$ cat src/rtl/sdcmd_pkg.sv
package sdcmd_pkg;

    localparam int CMD_N = 9;

    typedef enum logic [3:0] {
        CMD_DESEL = 4'd0,
        CMD_NOP   = 4'd1,
        CMD_ACT   = 4'd2,
        CMD_RD    = 4'd3,
        CMD_WR    = 4'd4,
        CMD_PRE   = 4'd5,
        CMD_BST   = 4'd6,
        CMD_MRS   = 4'd7,
        CMD_REF   = 4'd8
    } cmd_e;

    typedef enum logic [1:0] {
        BK_IDLE    = 2'd0,
        BK_ACTIVE  = 2'd1,
        BK_CLOSING = 2'd2
    } bank_st_e;

    typedef struct packed {
        logic cs_n;
        logic ras_n;
        logic cas_n;
        logic we_n;
        logic cke;
    } pins_t;

    localparam logic [2:0] LAT_CODE_2 = 3'b010;
    localparam logic [2:0] LAT_CODE_3 = 3'b011;

    // Burst length in cycles for the 3-bit length code; other codes count as one beat.
    function automatic int burst_cycles(input logic [2:0] code);
        case (code)
            3'd0:    return 1;
            3'd1:    return 2;
            3'd2:    return 4;
            3'd3:    return 8;
            default: return 1;
        endcase
    endfunction

endpackage

$ cat src/rtl/sdcmd_decode.sv
module sdcmd_decode
    import sdcmd_pkg::*;
(
    input  pins_t pins,
    output cmd_e  cmd
);

    always_comb begin
        if (!pins.cke || pins.cs_n) begin
            cmd = CMD_DESEL;
        end else begin
            unique case ({pins.ras_n, pins.cas_n, pins.we_n})
                3'b011: cmd = CMD_ACT;
                3'b101: cmd = CMD_RD;
                3'b100: cmd = CMD_WR;
                3'b010: cmd = CMD_PRE;
                3'b110: cmd = CMD_BST;
                3'b000: cmd = CMD_MRS;
                3'b001: cmd = CMD_REF;
                3'b111: cmd = CMD_NOP;
            endcase
        end
    end

endmodule

$ cat src/rtl/sdcmd_bank.sv
module sdcmd_bank
    import sdcmd_pkg::*;
#(
    parameter int ROW_W = 11,
    parameter int CNT_W = 4
) (
    input  logic             clk,
    input  logic             rst_n,
    input  logic             act_go,
    input  logic             rw_go,
    input  logic             ap_req,
    input  logic             pre_go,
    input  logic [ROW_W-1:0] row_in,
    input  logic [CNT_W-1:0] bl_in,
    output bank_st_e         state_o,
    output logic [ROW_W-1:0] row_o
);

    bank_st_e         st_q, st_n;
    logic [CNT_W-1:0] cnt_q, cnt_n;
    logic [ROW_W-1:0] row_q, row_n;

    // State register
    always_ff @(posedge clk) begin
        if (!rst_n) begin
            st_q  <= BK_IDLE;
            cnt_q <= '0;
            row_q <= '0;
        end else begin
            st_q  <= st_n;
            cnt_q <= cnt_n;
            row_q <= row_n;
        end
    end

    // Next state and outputs
    always_comb begin
        st_n  = st_q;
        cnt_n = cnt_q;
        row_n = row_q;
        unique case (st_q)
            BK_IDLE: begin
                if (act_go) begin
                    st_n  = BK_ACTIVE;
                    row_n = row_in;
                end
            end
            BK_ACTIVE: begin
                if (pre_go) begin
                    st_n = BK_IDLE;
                end else if (rw_go && ap_req) begin
                    st_n  = BK_CLOSING;
                    cnt_n = bl_in;
                end
            end
            BK_CLOSING: begin
                if (pre_go || cnt_q <= CNT_W'(1)) begin
                    st_n  = BK_IDLE;
                    cnt_n = '0;
                end else begin
                    cnt_n = cnt_q - CNT_W'(1);
                end
            end
            default: begin
                st_n  = BK_IDLE;
                cnt_n = '0;
            end
        endcase
    end

    assign state_o = st_q;
    assign row_o   = row_q;

endmodule

$ cat src/rtl/sdcmd_mode.sv
module sdcmd_mode #(
    parameter int             MODE_W = 12,
    parameter logic [11:0]    RST_VAL = 12'h020
) (
    input  logic              clk,
    input  logic              rst_n,
    input  logic              load,
    input  logic [MODE_W-1:0] din,
    output logic [MODE_W-1:0] mode_o
);

    always_ff @(posedge clk) begin
        if (!rst_n) begin
            mode_o <= MODE_W'(RST_VAL);
        end else if (load) begin
            mode_o <= din;
        end
    end

endmodule

$ cat src/rtl/sdram_cmd_tracker.sv
module sdram_cmd_tracker
    import sdcmd_pkg::*;
#(
    parameter int          ADDR_W   = 12,
    parameter int          ROW_W    = 11,
    parameter int          BANKS    = 2,
    parameter int          MAX_BL   = 8,
    parameter logic [11:0] MODE_RST = 12'h020
) (
    input  logic                   clk,
    input  logic                   rst_n,
    input  logic                   cke,
    input  logic                   cs_n,
    input  logic                   ras_n,
    input  logic                   cas_n,
    input  logic                   we_n,
    input  logic [ADDR_W-1:0]      addr,
    output logic [CMD_N-1:0]       cmd_oh,
    output logic [BANKS-1:0]       bank_open,
    output logic [BANKS*ROW_W-1:0] bank_row,
    output logic [ADDR_W-1:0]      mode_word,
    output logic                   proto_err
);

    localparam int SEL_W   = $clog2(BANKS);
    localparam int SEL_BIT = ADDR_W - 1;
    localparam int AP_BIT  = ROW_W - 1;
    localparam int CNT_W   = $clog2(MAX_BL + 1);
    localparam int LAT_LSB = 4;

    // Input capture stage
    pins_t             pins_q;
    logic [ADDR_W-1:0] addr_q;

    always_ff @(posedge clk) begin
        if (!rst_n) begin
            pins_q <= '{cs_n: 1'b1, ras_n: 1'b1, cas_n: 1'b1, we_n: 1'b1, cke: 1'b0};
            addr_q <= '0;
        end else begin
            pins_q <= '{cs_n: cs_n, ras_n: ras_n, cas_n: cas_n, we_n: we_n, cke: cke};
            addr_q <= addr;
        end
    end

    cmd_e cmd;

    sdcmd_decode u_decode (
        .pins (pins_q),
        .cmd  (cmd)
    );

    logic [SEL_W-1:0] sel;
    logic             ap;
    logic             lat_ok;
    logic [CNT_W-1:0] bl_cnt;

    assign sel    = addr_q[SEL_BIT -: SEL_W];
    assign ap     = addr_q[AP_BIT];
    assign lat_ok = (addr_q[LAT_LSB +: 3] == LAT_CODE_2) || (addr_q[LAT_LSB +: 3] == LAT_CODE_3);
    assign bl_cnt = CNT_W'(burst_cycles(mode_word[2:0]));

    bank_st_e         st    [BANKS];
    logic [ROW_W-1:0] row   [BANKS];
    logic [BANKS-1:0] idle_v, act_v;
    logic [BANKS-1:0] act_go, rw_go, pre_go;
    logic             all_idle;
    logic             viol;

    assign all_idle = &idle_v;

    // Legality of the decoded command against the bank states
    always_comb begin
        case (cmd)
            CMD_ACT:        viol = !idle_v[sel];
            CMD_RD, CMD_WR: viol = !act_v[sel];
            CMD_MRS:        viol = !all_idle || !lat_ok;
            CMD_REF:        viol = !all_idle;
            default:        viol = 1'b0;
        endcase
    end

    for (genvar b = 0; b < BANKS; b++) begin : g_bank
        assign idle_v[b] = (st[b] == BK_IDLE);
        assign act_v[b]  = (st[b] == BK_ACTIVE);
        assign act_go[b] = (cmd == CMD_ACT) && !viol && (sel == SEL_W'(b));
        assign rw_go[b]  = ((cmd == CMD_RD) || (cmd == CMD_WR)) && !viol && (sel == SEL_W'(b));
        assign pre_go[b] = (cmd == CMD_PRE) && (ap || (sel == SEL_W'(b)));

        sdcmd_bank #(
            .ROW_W (ROW_W),
            .CNT_W (CNT_W)
        ) u_bank (
            .clk     (clk),
            .rst_n   (rst_n),
            .act_go  (act_go[b]),
            .rw_go   (rw_go[b]),
            .ap_req  (ap),
            .pre_go  (pre_go[b]),
            .row_in  (addr_q[ROW_W-1:0]),
            .bl_in   (bl_cnt),
            .state_o (st[b]),
            .row_o   (row[b])
        );

        assign bank_open[b]                 = !idle_v[b];
        assign bank_row[b*ROW_W +: ROW_W]   = row[b];
    end

    sdcmd_mode #(
        .MODE_W  (ADDR_W),
        .RST_VAL (MODE_RST)
    ) u_mode (
        .clk    (clk),
        .rst_n  (rst_n),
        .load   ((cmd == CMD_MRS) && !viol),
        .din    (addr_q),
        .mode_o (mode_word)
    );

    // Report stage
    always_ff @(posedge clk) begin
        if (!rst_n) begin
            cmd_oh    <= '0;
            proto_err <= 1'b0;
        end else begin
            cmd_oh    <= {{(CMD_N-1){1'b0}}, 1'b1} << cmd;
            proto_err <= viol;
        end
    end

endmodule

$ cat config.mk
export PLATFORM = sky130hd
export DESIGN_NAME = sdram_cmd_tracker
export DESIGN_NICKNAME = d
export VERILOG_FILES = /design/src/rtl/sdcmd_pkg.sv /design/src/rtl/sdcmd_decode.sv /design/src/rtl/sdcmd_bank.sv /design/src/rtl/sdcmd_mode.sv /design/src/rtl/sdram_cmd_tracker.sv
export SDC_FILE = /design/constraint.sdc
export NUM_CORES = 1
export LEC_CHECK = 0
export CAP_MARGIN = 15
export CORE_ASPECT_RATIO = 0.8
export CORE_MARGIN = 3
export CORE_UTILIZATION = 28
export DETAILED_ROUTE_END_ITERATION = 10
export DONT_BUFFER_PORTS = 1
export PLACE_DENSITY = 0.45
export SLEW_MARGIN = 0
export SYNTH_ARGS = -nofsm -noshare
export SYNTH_HDL_FRONTEND = slang
export SYNTH_HIERARCHICAL = 1
export SYNTH_SLANG_ARGS = --single-unit
$ cat constraint.sdc
create_clock -name clk -period 6.55 [get_ports clk]
set_input_delay 0.3275 -clock clk [delete_from_list [all_inputs] [get_ports clk]]
set_output_delay 0.3275 -clock clk [all_outputs]
set_load 0.01 [all_outputs]
==> impl_metrics.json <==
{
  "status": "finished, final reports clean",
  "drtIter0Drc": 73,
  "drive_gt1_share_pct": 8.12,
  "holdPathStages": 1,
  "clock_latency_ps": 330,
  "worst_slew_pin_slew_ps": 871,
  "via_per_inst": 4.64,
  "synth_area_leaders": "dfxtp_1, nand2_1, mux2i_1",
  "cts_tree": "built",
  "cts_buffers": 9,
  "synth-async-reset-ratio_pct": 0,
  "ir_drop_uv": 154,
  "hp-start": "rst_n",
  "end_kind": "register",
  "post_cts_buffers": 0,
  "fp.dieW_um": 125,
  "io_pins": 65,
  "dpl.hpwl_mm": 5.74,
  "syn_area_mm2": 0.00320,
  "ant_nets": 0,
  "rr_endpoint": "g_bank[0].u_bank/cnt_q[1]",
  "ctsLongestPathBuffers": 2,
  "design.die.area_mm2": 0.0127,
  "holdPathEnd": "u_mode/mode_o[5]",
  "required_ps": 6760,
  "wl_mm": 7.77,
  "period_minus_slack_ps": 3160,
  "powerDensity_mw_per_mm2": 296,
  "fin_crit_sh_pct": 48.2,
  "yosysWarnings": 6,
  "first_pass_iters": 4,
  "cp-start-kind": "register",
  "synth_nets": 384,
  "clock_sinks": 73,
  "hold_buffers": 0,
  "finalSetupTns_ps": 0,
  "yosys-top-cells-count": "dfxtp_1, nand2_1, and2_1, inv_1",
  "vias": 2328,
  "p_clk_share_pct": 48.5,
  "intPower_w": 0.000833,
  "netlist-cell-type-count": 42,
  "drv_slew": 0,
  "relSlewSlack_pct": 41.8,
  "nFillCells": 1160,
  "initial_core_util_pct": 29.0,
  "gr-total-overflow": 0,
  "numPortBuffers": 0,
  "die_h_um": 102,
  "swShare_pct": 22.7,
  "min_path_type": "primary input to register",
  "rr_worst_depth": 11,
  "grt_pass1_vias": 2275,
  "antenna_found_initial": 1,
  "wire_per_inst_um": 15.5,
  "utilization_pct": 33.0,
  "clockRootBuffer": "clkbuf_16",
  "grt.total_usage_pct": 12.6,
  "grt_first_pass_wirelength_mm": 12.6,
  "synth_edf_count": 0,
  "multiInputGateArea_mm2": 0.00158,
  "rrSetupSlack_ps": 3390,
  "leakage_nw": 1.23,
  "yosysMostFrequentCell": "dfxtp_1",
  "crit_type": "register to register",
  "crit_arrival_ps": 3370,
  "seq_power_share_pct": 43.5,
  "rsz0062_at_grt": "no",
  "synth_cells": 354,
  "htreeDepth": 3,
  "worst-path-max-fanout": 10,
  "synth_area_per_cell_um2": 9.03,
  "ys.flop_type": "dfxtp_1",
  "drv_cap": 0,
  "skew_ps": 8.47,
  "power_frac_comb_pct": 8.0,
  "area_growth_pct": 13.7,
  "register_area_mm2": 0.00146,
  "gp_congestion": 0.744,
  "fmax_mhz": 317,
  "drc": 0,
  "fin_nets": 382,
  "rows": 34,
  "switchingPower_w": 0.000244,
  "yosysTopAreaCell": "dfxtp_1",
  "yosys.area.top_type_share_pct": 45.7,
  "final_hold_viol_count": 0,
  "yosysSeqAreaShare_pct": 45.7,
  "ys_seq_elements": 73,
  "grt_max_degree": 55,
  "ctsResizeCount": 0,
  "r2r_start": "pins_q[1]",
  "setup_viol": 0,
  "clkTransAtPathRegs_ps": 60,
  "design.core.area_mm2": 0.0110
}
## kinds of logic after synthesis
logic type	synth area share, %
adder cells (fa/ha/maj)	4.30
flip-flops	45.7
AO/OA/AOI/OAI	12.1
AND/OR/NAND/NOR	27.0
buffers and inverters	4.81
multiplexers	5.63
XOR/XNOR	0.548
## cell type report
class,count,share of cell area (%)
clock buffer,12,6.78
multi-input combinational,246,43.5
clock inverter,4,2.10
antenna,1,0.0688
inverter,21,2.17
timing repair buffer,1,0.206
sequential,73,40.2
tap,144,4.96
## layer usage
metal	GRT usage (%)	vias to the layer above	wire length (µm)
met2	19.9	57	3550
li1	-	1188	-
met3	6.33	6	648
met5	0	-	0
met1	15.7	1077	3530
met4	2.75	0	49
## critical path, stage by stage, from the launching register on
cell and delay (ps):
dfxtp_1 330, ha_1 310, xnor2_1 120, nor2_1 400, or4b_4 560, a211o_1 300, nand4_2 120, nor3_1 80
and2_1 210, a21oi_2 280, nor3_1 120, a32o_1 220
## worst max-delay path by stage
stage | startpoint | endpoint | slack [ps] | cells past startpoint
finish | pins_q[1] | g_bank[0].u_bank/cnt_q[1] | 3390 | 11
global route | pins_q[1] | g_bank[0].u_bank/cnt_q[2] | 3150 | 11
CTS | pins_q[1] | g_bank[0].u_bank/cnt_q[1] | 3400 | 11
detailed placement | pins_q[1] | g_bank[0].u_bank/cnt_q[1] | 3400 | 11
global placement | pins_q[1] | g_bank[1].u_bank/cnt_q[1] | 3410 | 11
floorplan | pins_q[1] | g_bank[0].u_bank/cnt_q[1] | 3840 | 12
## registers in the layout (all words and copies together), names as in the netlist
name and count:
pins_q 5, cmd_oh 9, u_mode/mode_o 12, addr_q 12
g_bank.u_bank/row_o 22, g_bank.u_bank/cnt_q 8, g_bank.u_bank/state_o 4, proto_err 1
## metrics by stage
stage | hold slack, ps | cells | power [W] | setup slack [ps] | instance area [µm²]
final | 78.1 | 502 | 0.00108 | 3390 | 3640
after global routing | 55.3 | 502 | 0.00113 | 3150 | 3640
after CTS | 56.6 | 501 | 0.00109 | 3400 | 3630
after detailed placement | 402 | 485 | 0.000565 | 3400 | 3310
after global placement | 399 | 485 | 0.000566 | 3410 | 3310
after floorplan | 401 | 354 | 0.000547 | 3840 | 3200
## power by group through the flow
| stage | registers [W] | logic, W | clock network [W] |
|---|---|---|---|
| after CTS | 0.000469 | 0.0000865 | 0.000539 |
| after global routing | 0.000471 | 0.0000984 | 0.000559 |
| after floorplan | 0.000473 | 0.0000734 | 0 |
| after global placement | 0.000479 | 0.0000867 | 0 |
| final | 0.000469 | 0.0000857 | 0.000523 |
| after detailed placement | 0.000479 | 0.0000859 | 0 |
## cell usage in the layout, fill, tap and decap left out, types with 2 or more instances in the layout
master	count
nor3_2	2
a31oi_1	4
clkbuf_16	9
nor3b_1	5
a21oi_2	2
nor2b_1	11
bufinv_16	2
nand2_1	65
nor4b_1	3
clkbuf_1	2
nand2b_1	9
and2_1	19
ha_1	11
or2_2	2
dfxtp_1	73
nand3b_1	4
nor2_1	17
mux2i_1	18
clkinv_1	2
or3_1	2
nor4_1	5
inv_1	19
o311ai_4	2
a32o_1	4
o211ai_1	3
a21oi_1	18
a311oi_1	2
nor3_1	11
a21boi_0	10
o21ai_0	4
or3b_2	2
(Power assumes the default switching activity.)
